### config.mk
export PLATFORM = sky130hd
export DESIGN_NAME = wiper_ctrl
export DESIGN_NICKNAME = d
export VERILOG_FILES = /design/src/rtl/wiper_pkg.sv /design/src/rtl/wiper_rst_sync.sv /design/src/rtl/wiper_sync.sv /design/src/rtl/wiper_nvstore.sv /design/src/rtl/wiper_decode.sv /design/src/rtl/wiper_ctrl.sv
export SDC_FILE = /design/constraint.sdc
export NUM_CORES = 1
export LEC_CHECK = 0
export BUFFER_PORTS_ARGS = -buffer_cell sky130_fd_sc_hd__buf_2
export CORE_MARGIN = 2
export CORE_UTILIZATION = 45
export DETAILED_ROUTE_END_ITERATION = 7
export HOLD_SLACK_MARGIN = 0.08
export PLACE_DENSITY = 0.69
export SLEW_MARGIN = 5
export SYNTH_ARGS = -nofsm -noshare
export SYNTH_HDL_FRONTEND = slang
export SYNTH_SLANG_ARGS = --single-unit
### constraint.sdc
create_clock -name clk -period 1.93 [get_ports clk]
set_input_delay 0.193 -clock clk [delete_from_list [all_inputs] [get_ports clk]]
set_output_delay 0.193 -clock clk [all_outputs]
set_load 0.005 [all_outputs]
### src/rtl/wiper_pkg.sv
package wiper_pkg;
  typedef enum logic [1:0] {
    ST_RECALL = 2'd0,
    ST_IDLE   = 2'd1,
    ST_ACTIVE = 2'd2,
    ST_STORE  = 2'd3
  } wstate_e;
endpackage

### src/rtl/wiper_rst_sync.sv
module wiper_rst_sync (
  input  logic clk,
  input  logic arst_n,
  output logic srst_n
);
  logic s1_q, s2_q;

  always_ff @(posedge clk or negedge arst_n) begin
    if (!arst_n) begin
      s1_q <= 1'b0;
      s2_q <= 1'b0;
    end else begin
      s1_q <= 1'b1;
      s2_q <= s1_q;
    end
  end

  assign srst_n = s2_q;
endmodule

### src/rtl/wiper_sync.sv
module wiper_sync #(
  parameter int W = 3,
  parameter logic [W-1:0] RST_VAL = '0
) (
  input  logic         clk,
  input  logic         rst_n,
  input  logic [W-1:0] d_async,
  output logic [W-1:0] q_sync
);
  logic [W-1:0] m1_q, m2_q;

  // Two flops per input bit; the reset value is the idle level of each pin.
  always_ff @(posedge clk or negedge rst_n) begin
    if (!rst_n) begin
      m1_q <= RST_VAL;
      m2_q <= RST_VAL;
    end else begin
      m1_q <= d_async;
      m2_q <= m1_q;
    end
  end

  assign q_sync = m2_q;
endmodule

### src/rtl/wiper_nvstore.sv
module wiper_nvstore #(
  parameter int CW           = 5,
  parameter int STORE_CYCLES = 20,
  parameter int NV_INIT      = 16
) (
  input  logic          clk,
  input  logic          por_n,
  input  logic          rst_n,
  input  logic          start,
  input  logic [CW-1:0] wdata,
  output logic          busy,
  output logic          done,
  output logic [CW-1:0] nv_val
);
  localparam int TW = $clog2(STORE_CYCLES + 1);

  logic [TW-1:0] cnt_q, cnt_d;
  logic [CW-1:0] pend_q, pend_d;
  logic [CW-1:0] nv_q;

  // Write-delay timer: loaded on start, then counts down to zero.
  always_comb begin
    cnt_d  = cnt_q;
    pend_d = pend_q;
    if (start) begin
      cnt_d  = TW'(STORE_CYCLES);
      pend_d = wdata;
    end else if (cnt_q != '0) begin
      cnt_d = cnt_q - 1'b1;
    end
  end

  always_ff @(posedge clk or negedge rst_n) begin
    if (!rst_n) begin
      cnt_q  <= '0;
      pend_q <= '0;
    end else begin
      cnt_q  <= cnt_d;
      pend_q <= pend_d;
    end
  end

  assign busy = (cnt_q != '0);
  assign done = (cnt_q == TW'(1));

  // The stored value is reset only at power-on, never by the soft reset.
  always_ff @(posedge clk or negedge por_n) begin
    if (!por_n) begin
      nv_q <= CW'(NV_INIT);
    end else if (done) begin
      nv_q <= pend_q;
    end
  end

  assign nv_val = nv_q;


  nv_write_chk: assert property (@(posedge clk) disable iff (!por_n || !rst_n)
    (nv_q != $past(nv_q)) |-> $past(busy));
endmodule

### src/rtl/wiper_decode.sv
module wiper_decode #(
  parameter int TAPS = 32,
  parameter int CW   = 5
) (
  input  logic [CW-1:0]   count,
  output logic [TAPS-1:0] tap_sel
);
  for (genvar i = 0; i < TAPS; i++) begin : g_tap
    assign tap_sel[i] = (count == CW'(i));
  end
endmodule

### src/rtl/wiper_ctrl.sv
module wiper_ctrl #(
  parameter int TAPS         = 32,
  parameter int STORE_CYCLES = 20,
  parameter int NV_INIT      = 16
) (
  input  logic                     clk,
  input  logic                     por_n,
  input  logic                     rst_n,
  input  logic                     sel_n,
  input  logic                     dir_up,
  input  logic                     step_n,
  output logic [TAPS-1:0]          tap_sel,
  output logic [$clog2(TAPS)-1:0]  wiper_pos,
  output logic                     store_busy,
  output logic                     standby
);
  import wiper_pkg::*;

  localparam int CW = $clog2(TAPS);
  localparam logic [CW-1:0] MAXC = CW'(TAPS - 1);

  logic          irst_n;
  logic [2:0]    pins_s;
  logic          sel_s, step_s, dir_s;
  logic          sel_p_q, step_p_q;
  logic          sel_rise, step_fall;
  wstate_e       state_q, state_d;
  logic [CW-1:0] count_q, count_d;
  logic          store_go, store_done;
  logic [CW-1:0] nv_val;

  wiper_rst_sync u_rst (
    .clk    (clk),
    .arst_n (por_n & rst_n),
    .srst_n (irst_n)
  );

  // Pin order {sel_n, step_n, dir_up}; idle levels are 1, 1, 0.
  wiper_sync #(.W(3), .RST_VAL(3'b110)) u_sync (
    .clk     (clk),
    .rst_n   (irst_n),
    .d_async ({sel_n, step_n, dir_up}),
    .q_sync  (pins_s)
  );

  assign sel_s  = pins_s[2];
  assign step_s = pins_s[1];
  assign dir_s  = pins_s[0];

  always_ff @(posedge clk or negedge irst_n) begin
    if (!irst_n) begin
      sel_p_q  <= 1'b1;
      step_p_q <= 1'b1;
    end else begin
      sel_p_q  <= sel_s;
      step_p_q <= step_s;
    end
  end

  assign sel_rise  = sel_s & ~sel_p_q;
  assign step_fall = step_p_q & ~step_s;

  // Next-state and counter logic
  always_comb begin
    state_d  = state_q;
    count_d  = count_q;
    store_go = 1'b0;
    unique case (state_q)
      ST_RECALL: begin
        count_d = nv_val;
        state_d = ST_IDLE;
      end
      ST_IDLE: begin
        if (!sel_s) state_d = ST_ACTIVE;
      end
      ST_ACTIVE: begin
        if (sel_rise) begin
          if (step_s) begin
            store_go = 1'b1;
            state_d  = ST_STORE;
          end else begin
            state_d = ST_IDLE;
          end
        end else if (step_fall) begin
          if (dir_s) begin
            if (count_q != MAXC) count_d = count_q + 1'b1;
          end else begin
            if (count_q != '0) count_d = count_q - 1'b1;
          end
        end
      end
      ST_STORE: begin
        if (store_done) state_d = ST_IDLE;
      end
      default: state_d = ST_RECALL;
    endcase
  end

  always_ff @(posedge clk or negedge irst_n) begin
    if (!irst_n) begin
      state_q <= ST_RECALL;
      count_q <= '0;
    end else begin
      state_q <= state_d;
      count_q <= count_d;
    end
  end

  wiper_nvstore #(.CW(CW), .STORE_CYCLES(STORE_CYCLES), .NV_INIT(NV_INIT)) u_nv (
    .clk    (clk),
    .por_n  (por_n),
    .rst_n  (irst_n),
    .start  (store_go),
    .wdata  (count_q),
    .busy   (store_busy),
    .done   (store_done),
    .nv_val (nv_val)
  );

  wiper_decode #(.TAPS(TAPS), .CW(CW)) u_dec (
    .count   (count_q),
    .tap_sel (tap_sel)
  );

  assign wiper_pos = count_q;
  assign standby   = (state_q == ST_IDLE);


  onehot_chk: assert property (@(posedge clk) disable iff (!irst_n)
    $onehot(tap_sel));

  no_wrap_chk: assert property (@(posedge clk) disable iff (!irst_n)
    (state_q == ST_ACTIVE) |=>
      !(($past(count_q) == MAXC && count_q == '0) ||
        ($past(count_q) == '0 && count_q == MAXC)));

  store_hold_chk: assert property (@(posedge clk) disable iff (!irst_n)
    (state_q == ST_STORE) |=> $stable(count_q));

  idle_hold_chk: assert property (@(posedge clk) disable iff (!irst_n)
    (state_q == ST_IDLE) |=> $stable(count_q));

  standby_excl_chk: assert property (@(posedge clk) disable iff (!irst_n)
    !(standby && store_busy));
endmodule

==> impl_metrics.json, run 1 <==
{
  "outcome": "complete, no violations",
  "max_freq_mhz": 538,
  "seq_area_um2": 810,
  "clockBufferDepth": 2,
  "dieWidth_um": 66.6,
  "hold_viol_final": 0,
  "synth_ff_type": "dfrtp_1",
  "p_leak_nw": 1.14,
  "slowest_delay_ns": 0.41,
  "gp_congestion": 0.835,
  "area_growth_pct": 29.0,
  "path_cells": "ha_2 > and3_4 > ha_4 > a2111oi_4 > buf_6 > a211oi_2 > a211o_1",
  "worstPathArrival_ns": 2.03,
  "crit_path_end_kind": "flop",
  "required_ns": 2.10,
  "fin_skew_ns": 0.00681,
  "finalSetupViolCount": 0,
  "initial_core_util_pct": 47.4,
  "p_sw_mw": 1.29,
  "cts_root_buf": "clkbuf_8",
  "slowest_stage": "dfrtp_1",
  "holdWs_ns": 0.219,
  "cts_buffers": 5,
  "min_path_type": "flop to async pin",
  "maxCapViolations": 0,
  "cp.buffers_inverters": 1,
  "grt_util_all_layers_pct": 18.9,
  "num_io_pins": 45,
  "path_delay_family": "compound AO/OA/AOI/OAI gates",
  "dp_hpwl_mm": 2.85,
  "dr.first_iter.drc_count": 104,
  "combPwrFrac_pct": 46.5,
  "antenna_found_initial": 0,
  "ys.warnings.count": 0,
  "htree_levels": 2,
  "rows": 22,
  "timing.final.max_slew_violations": 0,
  "start_kind": "flop",
  "wl_per_cell_um": 12.2,
  "timing.final.crit_period_ns": 1.86,
  "synth_seq_cells": 32,
  "seq_power_share_pct": 34.0,
  "final_core_util_pct": 61.1,
  "multiInputGateArea_um2": 893,
  "worst_pin_slew_ns": 0.519,
  "vias_per_cell": 4.99,
  "grt_pass1_wl_mm": 6.36,
  "yosysSeqAreaShare_pct": 46.0,
  "final_nets": 266,
  "grt_pass1_vias": 1378,
  "dieHeight_um": 66.6,
  "routed_wirelength_mm": 3.62,
  "post_cts_buffers": 0,
  "cts_tree": "built",
  "overflow": 0,
  "port_buffers": 44,
  "syn-num-nets": 209,
  "p_clk_share_pct": 19.4,
  "cp_max_fo": 10,
  "timing.final.crit_share_pct": 96.4,
  "synthCells": 190,
  "syn_area_um2": 1760,
  "finalPower_mw": 3.25,
  "route.detailed.drc": 0,
  "cts_sinks": 32,
  "synth-edff-count": 0,
  "grt_max_degree": 26,
  "rsz0062_at_grt": "yes",
  "path_class": "flop to flop",
  "placed_area_um2": 2090,
  "power_density_nw_per_um2": 1430,
  "first_pass_iters": 6,
  "path_clk_slew_ns": 0.07,
  "die-area_um2": 4430,
  "diodes": 0,
  "coreArea_um2": 3720,
  "synthDistinctLibCells": 45,
  "p_sw_share_pct": 39.8,
  "relSlewSlack_pct": 65.4,
  "vdd_drop_max_mv": 1.15,
  "clk_latency_ns": 0.29,
  "vias": 1478,
  "async_flop_share_pct": 100,
  "fin_area_um2": 2270,
  "p_int_mw": 1.96,
  "avgSynthCellArea_um2": 9.27,
  "postRouteAntennaNets": 0,
  "fill_cells": 328,
  "layout-drive-gt1-share_pct": 34.3
}
==> sequential cells by signal (all words and copies together) (netlist names) <==
| name | flops |
|---|---|
| u_sync.q_sync | 3 |
| u_nv.pend_q | 5 |
| u_nv.nv_val | 5 |
| u_nv.cnt_q | 5 |
| state_q | 2 |
| sel_p_q | 1 |
| u_rst.srst_n | 1 |
| step_p_q | 1 |
| wiper_pos | 5 |
| u_rst.s1_q | 1 |
| u_sync.m1_q | 3 |
==> routing by layer <==
| metal | wire (um) | GRT usage, % | vias to the layer above | part of all wire (%) |
|---|---|---|---|---|
| met3 | 205 | 4.05 | 3 | 5.7 |
| met1 | 1790 | 27.1 | 688 | 49 |
| met5 | 0 | 0 | - | 0 |
| met4 | 24 | 4.85 | 0 | 0.66 |
| met2 | 1600 | 28.9 | 46 | 44 |
| li1 | - | - | 741 | - |
==> cells in the final DEF, fill, tap and decap left out, drive strengths merged, types with 2 or more instances in the layout <==
cell type | Yosys | layout
or2 | 2 | 2
o31ai | 2 | 2
dfrtp | 25 | 25
and2 | 3 | 3
nor3 | 5 | 5
a211oi | 3 | 3
inv | 11 | 11
dfstp | 7 | 7
mux2i | 2 | 2
mux2 | 4 | 4
nand2b | 7 | 7
a21oi | 3 | 3
buf | 4 | 55
nor2 | 36 | 36
dlygate4sd3 | 0 | 5
nor4 | 2 | 2
clkbuf | 6 | 5
nand2 | 28 | 28
nand3 | 2 | 2
ha | 13 | 13
o21ai | 6 | 6
==> power groups by stage <==
stage | logic [mW] | registers (mW) | clock network (mW)
2_1_floorplan | 1.04 | 1.07 | 0
3_3_place_gp | 1.48 | 1.10 | 0
3_5_place_dp | 1.49 | 1.11 | 0
4_1_cts | 1.51 | 1.10 | 0.646
5_1_grt | 1.74 | 1.14 | 0.690
6_report | 1.51 | 1.11 | 0.632
==> worst reg2reg max path: stages (launching register included) <==
cell and delay [ns]:
dfrtp_1 0.41, ha_2 0.22, and3_4 0.19, ha_4 0.16, a2111oi_4 0.30, buf_6 0.18
a211oi_2 0.04, a211o_1 0.24
==> logic make-up after synthesis <==
kind of cell	after synthesis	share of synthesized area [%]
compound gates	23	10.2
xor+xnor	2	0.994
fa+ha+maj	13	9.23
buf+inv	21	5.26
flops	32	46.0
mux	6	3.69
other cells	1	0.213
simple gates	92	24.5
==> synthesized netlist by cell type (2+ instances only) <==
| cell | instances | area [um2] |
|---|---|---|
| inv_1 | 11 | 41.3 |
| dfrtp_1 | 25 | 626 |
| dfstp_2 | 7 | 184 |
| nand2_1 | 27 | 101 |
| clkbuf_1 | 6 | 22.5 |
| o21ai_0 | 6 | 30.0 |
| nor2_1 | 36 | 135 |
| or2_2 | 2 | 12.5 |
| nor3_1 | 5 | 25.0 |
| mux2_2 | 4 | 45.0 |
| buf_2 | 2 | 10.0 |
| a21oi_1 | 3 | 15.0 |
| ha_1 | 13 | 163 |
| a211oi_1 | 3 | 22.5 |
| nand3_1 | 2 | 10.0 |
| o31ai_1 | 2 | 15.0 |
| and2_1 | 3 | 18.8 |
| nand2b_1 | 5 | 31.3 |
| mux2i_1 | 2 | 20.0 |
==> layout make-up <==
class	instances	share of cell area [%]
flip-flops and latches	32	35.6
repair buffers	60	15.7
multi-input cells	137	39.3
clock buffers	5	3.03
inverters	11	1.82
well taps	48	2.64
clock inverters	3	1.87
==> path summary, 6_finish.rpt <==
path / start / to / slack [ns] / cells past startpoint
max: wiper_pos[0]$_DFFE_PN0P_ / wiper_pos[0]$_DFFE_PN0P_ / 0.07 / 7
min: u_rst.srst_n$_DFF_PN0_ / u_nv.pend_q[4]$_DFFE_PN0P_ / 0.22 / 1
max reg2reg: wiper_pos[0]$_DFFE_PN0P_ / wiper_pos[0]$_DFFE_PN0P_ / 0.07 / 7
min reg2reg: u_rst.srst_n$_DFF_PN0_ / u_nv.pend_q[4]$_DFFE_PN0P_ / 0.22 / 1
max in group asynchronous: por_n / u_rst.s1_q$_DFF_PN0_ / 1.37 / 3
min in group clk: u_sync.m1_q[1]$_DFF_PN1_ / u_sync.q_sync[1]$_DFF_PN1_ / 0.36 / 0
==> repair_timing <==
action	CTS	global route
hold buffers	5	0
setup endpoints to repair	0	4
gates resized for setup	0	3
endpoints found under the hold margin	10	0
==> metrics by stage <==
stage | instances | setup TNS [ns] | setup WS (ns)
CTS | 296 | 0 | 0.0306
detailed placement | 283 | 0 | 0.0454
global route | 296 | -0.0462 | -0.0255
finish | 296 | 0 | 0.0697
floorplan | 190 | 0 | 0.0208
global placement | 283 | 0 | 0.0950
Note: power is estimated with default switching activity, not from simulation.
==> inputs of run 2 (changes only) <==
- GPL_ROUTABILITY_DRIVEN: default -> 0
- RECOVER_POWER: default -> 25
==> impl_metrics.json, run 2 (synthesis results as in run 1) <==
{
  "wl_per_cell_um": 12.2,
  "slowest_stage": "dfrtp_1",
  "placed_area_um2": 2090,
  "seq_power_share_pct": 34.1,
  "initial_core_util_pct": 47.4,
  "htree_levels": 2,
  "multiInputGateArea_um2": 893,
  "path_class": "flop to flop",
  "rrSetupSlack_ns": 0.07,
  "p_leak_nw": 1.13,
  "rsz0062_at_grt": "yes",
  "r2r_cells": 7,
  "fin_skew_ns": 0.00681,
  "overflow": 0,
  "r2r_end": "wiper_pos[0]$_DFFE_PN0P_",
  "port_buffers": 44,
  "cts_root_buf": "clkbuf_8",
  "worst_pin_slew_ns": 1.32,
  "tns_ns": 0,
  "cts_buffers": 5,
  "path_cells": "ha_2 > and3_4 > ha_4 > a2111oi_4 > buf_6 > a211oi_2 > a211o_1",
  "dr.first_iter.drc_count": 104,
  "timing.final.max_slew_violations": 0,
  "grt_max_degree": 26,
  "routed_wirelength_mm": 3.62,
  "vias_per_cell": 4.99,
  "layout-drive-gt1-share_pct": 33.5,
  "cp_max_fo": 10,
  "cts_sinks": 32,
  "timing.final.crit_period_ns": 1.86,
  "first_pass_iters": 6,
  "seq_area_um2": 810,
  "combPwrFrac_pct": 46.5,
  "dp_slack_ns": 0.0454,
  "fill_cells": 331,
  "power_density_nw_per_um2": 1430,
  "clockBufferDepth": 2,
  "required_ns": 2.10,
  "rr_startpoint": "wiper_pos[0]$_DFFE_PN0P_",
  "diodes": 0,
  "vias": 1478,
  "route.detailed.drc": 0,
  "dp_hpwl_mm": 2.85,
  "maxCapViolations": 0,
  "area_growth_pct": 28.7,
  "clk_latency_ns": 0.29,
  "fin_area_um2": 2270,
  "p_int_mw": 1.96,
  "coreArea_um2": 3720,
  "hold_viol_final": 0,
  "slowest_delay_ns": 0.41,
  "vdd_drop_max_mv": 1.15,
  "start_kind": "flop",
  "outcome": "complete, no violations",
  "relSlewSlack_pct": 12.3,
  "timing.final.crit_share_pct": 96.4,
  "crit_path_end_kind": "flop",
  "die-area_um2": 4430,
  "finalSetupViolCount": 0,
  "num_io_pins": 45,
  "p_sw_mw": 1.29,
  "dieWidth_um": 66.6,
  "min_path_type": "input pin to async pin",
  "final_cell_mix": "buf_2, nor2_1, nand2_1, dfrtp_1",
  "path_clk_slew_ns": 0.07,
  "rows": 22,
  "dieHeight_um": 66.6,
  "grt_pass1_wl_mm": 6.36,
  "p_clk_share_pct": 19.4,
  "cts_tree": "built",
  "final_nets": 266,
  "postRouteAntennaNets": 0,
  "worstPathArrival_ns": 2.03,
  "grt_util_all_layers_pct": 18.9,
  "grt_pass1_vias": 1378,
  "antenna_found_initial": 0,
  "post_cts_buffers": 0,
  "finalWorstSetupSlack_ns": 0.0697,
  "p_sw_share_pct": 39.8,
  "max_freq_mhz": 538,
  "final_common_cell": "buf_2"
}
==> run 2: cell count changes in the layout (fill, tap and decap cells not counted) <==
| cell | delta |
|---|---|
| buf_2 | -1 |
| clkbuf_1 | +2 |
| buf_4 | -1 |
==> run 2: worst max path at each step <==
stage | start | end | slack, ns | cells past startpoint
after floorplan | wiper_pos[0]$_DFFE_PN0P_ | wiper_pos[4]$_DFFE_PN0P_ | 0.02 | 6
after global placement | wiper_pos[0]$_DFFE_PN0P_ | wiper_pos[0]$_DFFE_PN0P_ | 0.09 | 7
after detailed placement | wiper_pos[0]$_DFFE_PN0P_ | wiper_pos[0]$_DFFE_PN0P_ | 0.05 | 7
after CTS | wiper_pos[0]$_DFFE_PN0P_ | wiper_pos[0]$_DFFE_PN0P_ | 0.03 | 7
after global routing | wiper_pos[0]$_DFFE_PN0P_ | wiper_pos[0]$_DFFE_PN0P_ | -0.03 | 7
final | wiper_pos[0]$_DFFE_PN0P_ | wiper_pos[0]$_DFFE_PN0P_ | 0.07 | 7
==> run 2: per-layer routing <==
layer  part of all wire [%]  track usage (%)
met1                     49             27.1
met3                    5.7             4.05
met4                   0.66             4.85
met2                     44             28.9
met5                      0                0
==> run 2: timing repair <==
item	in CTS	in global routing
hold buffers	5	0
resized for setup	0	3
hold endpoints to repair	10	0
setup endpoints to repair	0	4
==> run 2: power by group through the flow <==
stage	Sequential [mW]	Clock (mW)	Combinational, mW
after floorplan	1.07	0	1.04
after global placement	1.10	0	1.48
after detailed placement	1.11	0	1.49
after CTS	1.10	0.646	1.51
after global routing	1.14	0.690	1.74
final	1.11	0.632	1.51
==> run 2: cell type report <==
class / count / share of cell area, %
Clock buffer: 5 / 3.04
Clock inverter: 3 / 1.88
Inverter: 11 / 1.82
Multi-Input combinational cell: 137 / 39.4
Sequential cell: 32 / 35.7
Tap cell: 48 / 2.65
Timing Repair Buffer: 60 / 15.5
==> run 2: per-stage QoR <==
step | cells | util [%] | hold WS, ns | total power, mW
6_report | 296 | 61.0 | 0.299 | 3.25
5_1_grt | 296 | 61.0 | 0.341 | 3.57
2_1_floorplan | 190 | - | -0.103 | 2.10
4_1_cts | 296 | 60.7 | 0.240 | 3.25
3_3_place_gp | 283 | 56.3 | 0.0195 | 2.58
3_5_place_dp | 283 | 56.3 | 0.0164 | 2.61
==> run 2: worst max-delay path: cells and delay by family, from the launching register on <==
family	cells	cell delay (ns)
buffers and inverters	1	0.18
AND/OR/NAND/NOR	1	0.19
AO/OA/AOI/OAI	3	0.57
adder cells (fa/ha/maj)	2	0.38
flip-flops	1	0.41
==> inputs of run 3 (changes only) <==
- PLACE_DENSITY: 0.69 -> 0.72
- clock period: 1.93 -> 1.68 ns (I/O delays scaled with it)
==> impl_metrics.json, run 3 (synthesis results as in run 1) <==
{
  "outcome": "finished with violations",
  "violations": "negative setup slack",
  "p_sw_mw": 1.71,
  "worstSetupStartpoint": "wiper_pos[0]$_DFFE_PN0P_",
  "clockBufferDepth": 2,
  "grtUsageMet3_pct": 4.56,
  "hold_viol_final": 0,
  "cts_sinks": 32,
  "antenna_found_initial": 0,
  "max_freq_mhz": 552,
  "tns_ns": -0.578,
  "diodes": 0,
  "fin_skew_ns": 0.00839,
  "cp_max_fo": 10,
  "met2_usage_pct": 35.6,
  "rsz0062_at_grt": "yes",
  "timing.final.crit_period_ns": 1.81,
  "timing.final.crit_share_pct": 108,
  "vias_per_cell": 4.97,
  "htree_levels": 2,
  "path_cells": "ha_2 > and3_4 > ha_4 > a2111oi_4 > buf_6 > a211oi_1 > a211o_1",
  "cts_root_buf": "clkbuf_8",
  "crit_path_end_kind": "flop",
  "dieWidth_um": 66.6,
  "power_density_nw_per_um2": 1730,
  "grt_util_all_layers_pct": 20.6,
  "dr.first_iter.drc_count": 97,
  "vdd_drop_max_mv": 1.03,
  "routed_wirelength_mm": 4.24,
  "path_clk_slew_ns": 0.07,
  "grt_max_degree": 20,
  "initial_core_util_pct": 47.4,
  "placed_area_um2": 2220,
  "layout-drive-gt1-share_pct": 45.8,
  "port_buffers": 44,
  "p_sw_share_pct": 38.8,
  "dieHeight_um": 66.6,
  "final_common_cell": "buf_2",
  "path_class": "flop to flop",
  "p_int_mw": 2.70,
  "use_met1_pct": 24.6,
  "p_clk_share_pct": 16.2,
  "min_path_type": "flop to async pin",
  "overflow": 0,
  "dp_hpwl_mm": 3.11,
  "finalPower_mw": 4.42,
  "postRouteAntennaNets": 0,
  "cts_buffers": 5,
  "grt_pass1_wl_mm": 6.76,
  "start_kind": "flop",
  "p_leak_nw": 1.28,
  "finalSetupViolCount": 6,
  "first_pass_iters": 4,
  "route.detailed.drc": 0,
  "final_cell_mix": "buf_2, nor2_1, buf_4, dfrtp_1, nand2_1",
  "rr_startpoint": "wiper_pos[0]$_DFFE_PN0P_",
  "maxCapViolations": 0,
  "fin_area_um2": 2560,
  "combPwrFrac_pct": 55.9,
  "die-area_um2": 4430,
  "slowest_stage": "dfrtp_1",
  "wl_per_cell_um": 13.3,
  "timing.final.max_slew_violations": 0,
  "grt_pass1_vias": 1458,
  "worstPathArrival_ns": 1.99,
  "num_io_pins": 45,
  "required_ns": 1.86,
  "final_core_util_pct": 68.8,
  "clk_latency_ns": 0.28,
  "finalWorstSetupSlack_ns": -0.132,
  "seq_power_share_pct": 27.9,
  "cts_tree": "built",
  "area_growth_pct": 45.1,
  "slowest_delay_ns": 0.41,
  "coreArea_um2": 3720,
  "rows": 22,
  "grt.busiest_layer": "met2",
  "vias": 1587,
  "final_nets": 289
}
==> run 3: cell types whose count changed in the layout (fill, tap and decap cells not counted), sizes merged <==
cell      previous run  this run
buf                 53        77
clkinvlp             1         0
==> run 3: power groups by stage <==
stage	sequential, mW	combinational [mW]	clock [mW]
final	1.23	2.47	0.718
after global routing	1.26	2.74	0.763
after CTS	1.23	2.16	0.736
after detailed placement	1.24	2.02	0
after global placement	1.23	1.96	0
after floorplan	1.23	1.19	0
==> run 3: routing by layer <==
layer / share of wire [%] / up-vias
met1: 44 / 741
met2: 49 / 49
met5: 0 / -
met4: 1.6 / 0
li1: - / 791
met3: 4.8 / 6
==> run 3: cell type report <==
cell class	count	area (um2)
Fill cell	278	1160
Multi-Input combinational cell	137	980
Sequential cell	32	811
Timing Repair Buffer	83	554
Clock buffer	6	72.6
Tap cell	48	60.1
Inverter	11	43.8
Clock inverter	2	35.0
==> run 3: stage by stage <==
stage	setup slack (ns)	instances	hold WS, ns
finish	-0.132	319	0.104
global route	-0.238	319	0.132
CTS	-0.163	316	0.121
detailed placement	-0.154	300	-0.00752
global placement	-0.124	300	-0.00873
floorplan	-0.229	190	-0.128
==> run 3: critical path: cells and delay by family (launching register included) <==
kind / cells / cell delay (ns)
AO/OA/AOI/OAI: 3 / 0.56
adder cells (fa/ha/maj): 2 / 0.36
buffers and inverters: 1 / 0.18
flip-flops: 1 / 0.41
AND/OR/NAND/NOR: 1 / 0.19
==> run 3: worst paths after layout <==
check	endpoint	slack (ns)	cells past startpoint
min in group clk	u_sync.q_sync[0]$_DFF_PN0_	0.35	0
setup / recovery	wiper_pos[0]$_DFFE_PN0P_	-0.13	7
max in group asynchronous	sel_p_q$_DFF_PN1_	0.96	1
hold / removal	u_nv.pend_q[1]$_DFFE_PN0P_	0.10	0
hold reg to reg	u_nv.pend_q[1]$_DFFE_PN0P_	0.10	0
setup reg to reg	wiper_pos[0]$_DFFE_PN0P_	-0.13	7
==> run 3: timing repair <==
| action | 4_1_cts | 5_1_grt |
|---|---|---|
| hold buffers | 5 | 0 |
| gates resized for setup | 4 | 35 |
| hold endpoints to repair | 10 | 0 |
| pin swaps | 0 | 3 |
| gates cloned | 1 | 0 |
| setup endpoints to repair | 16 | 40 |
| setup buffers | 2 | 4 |
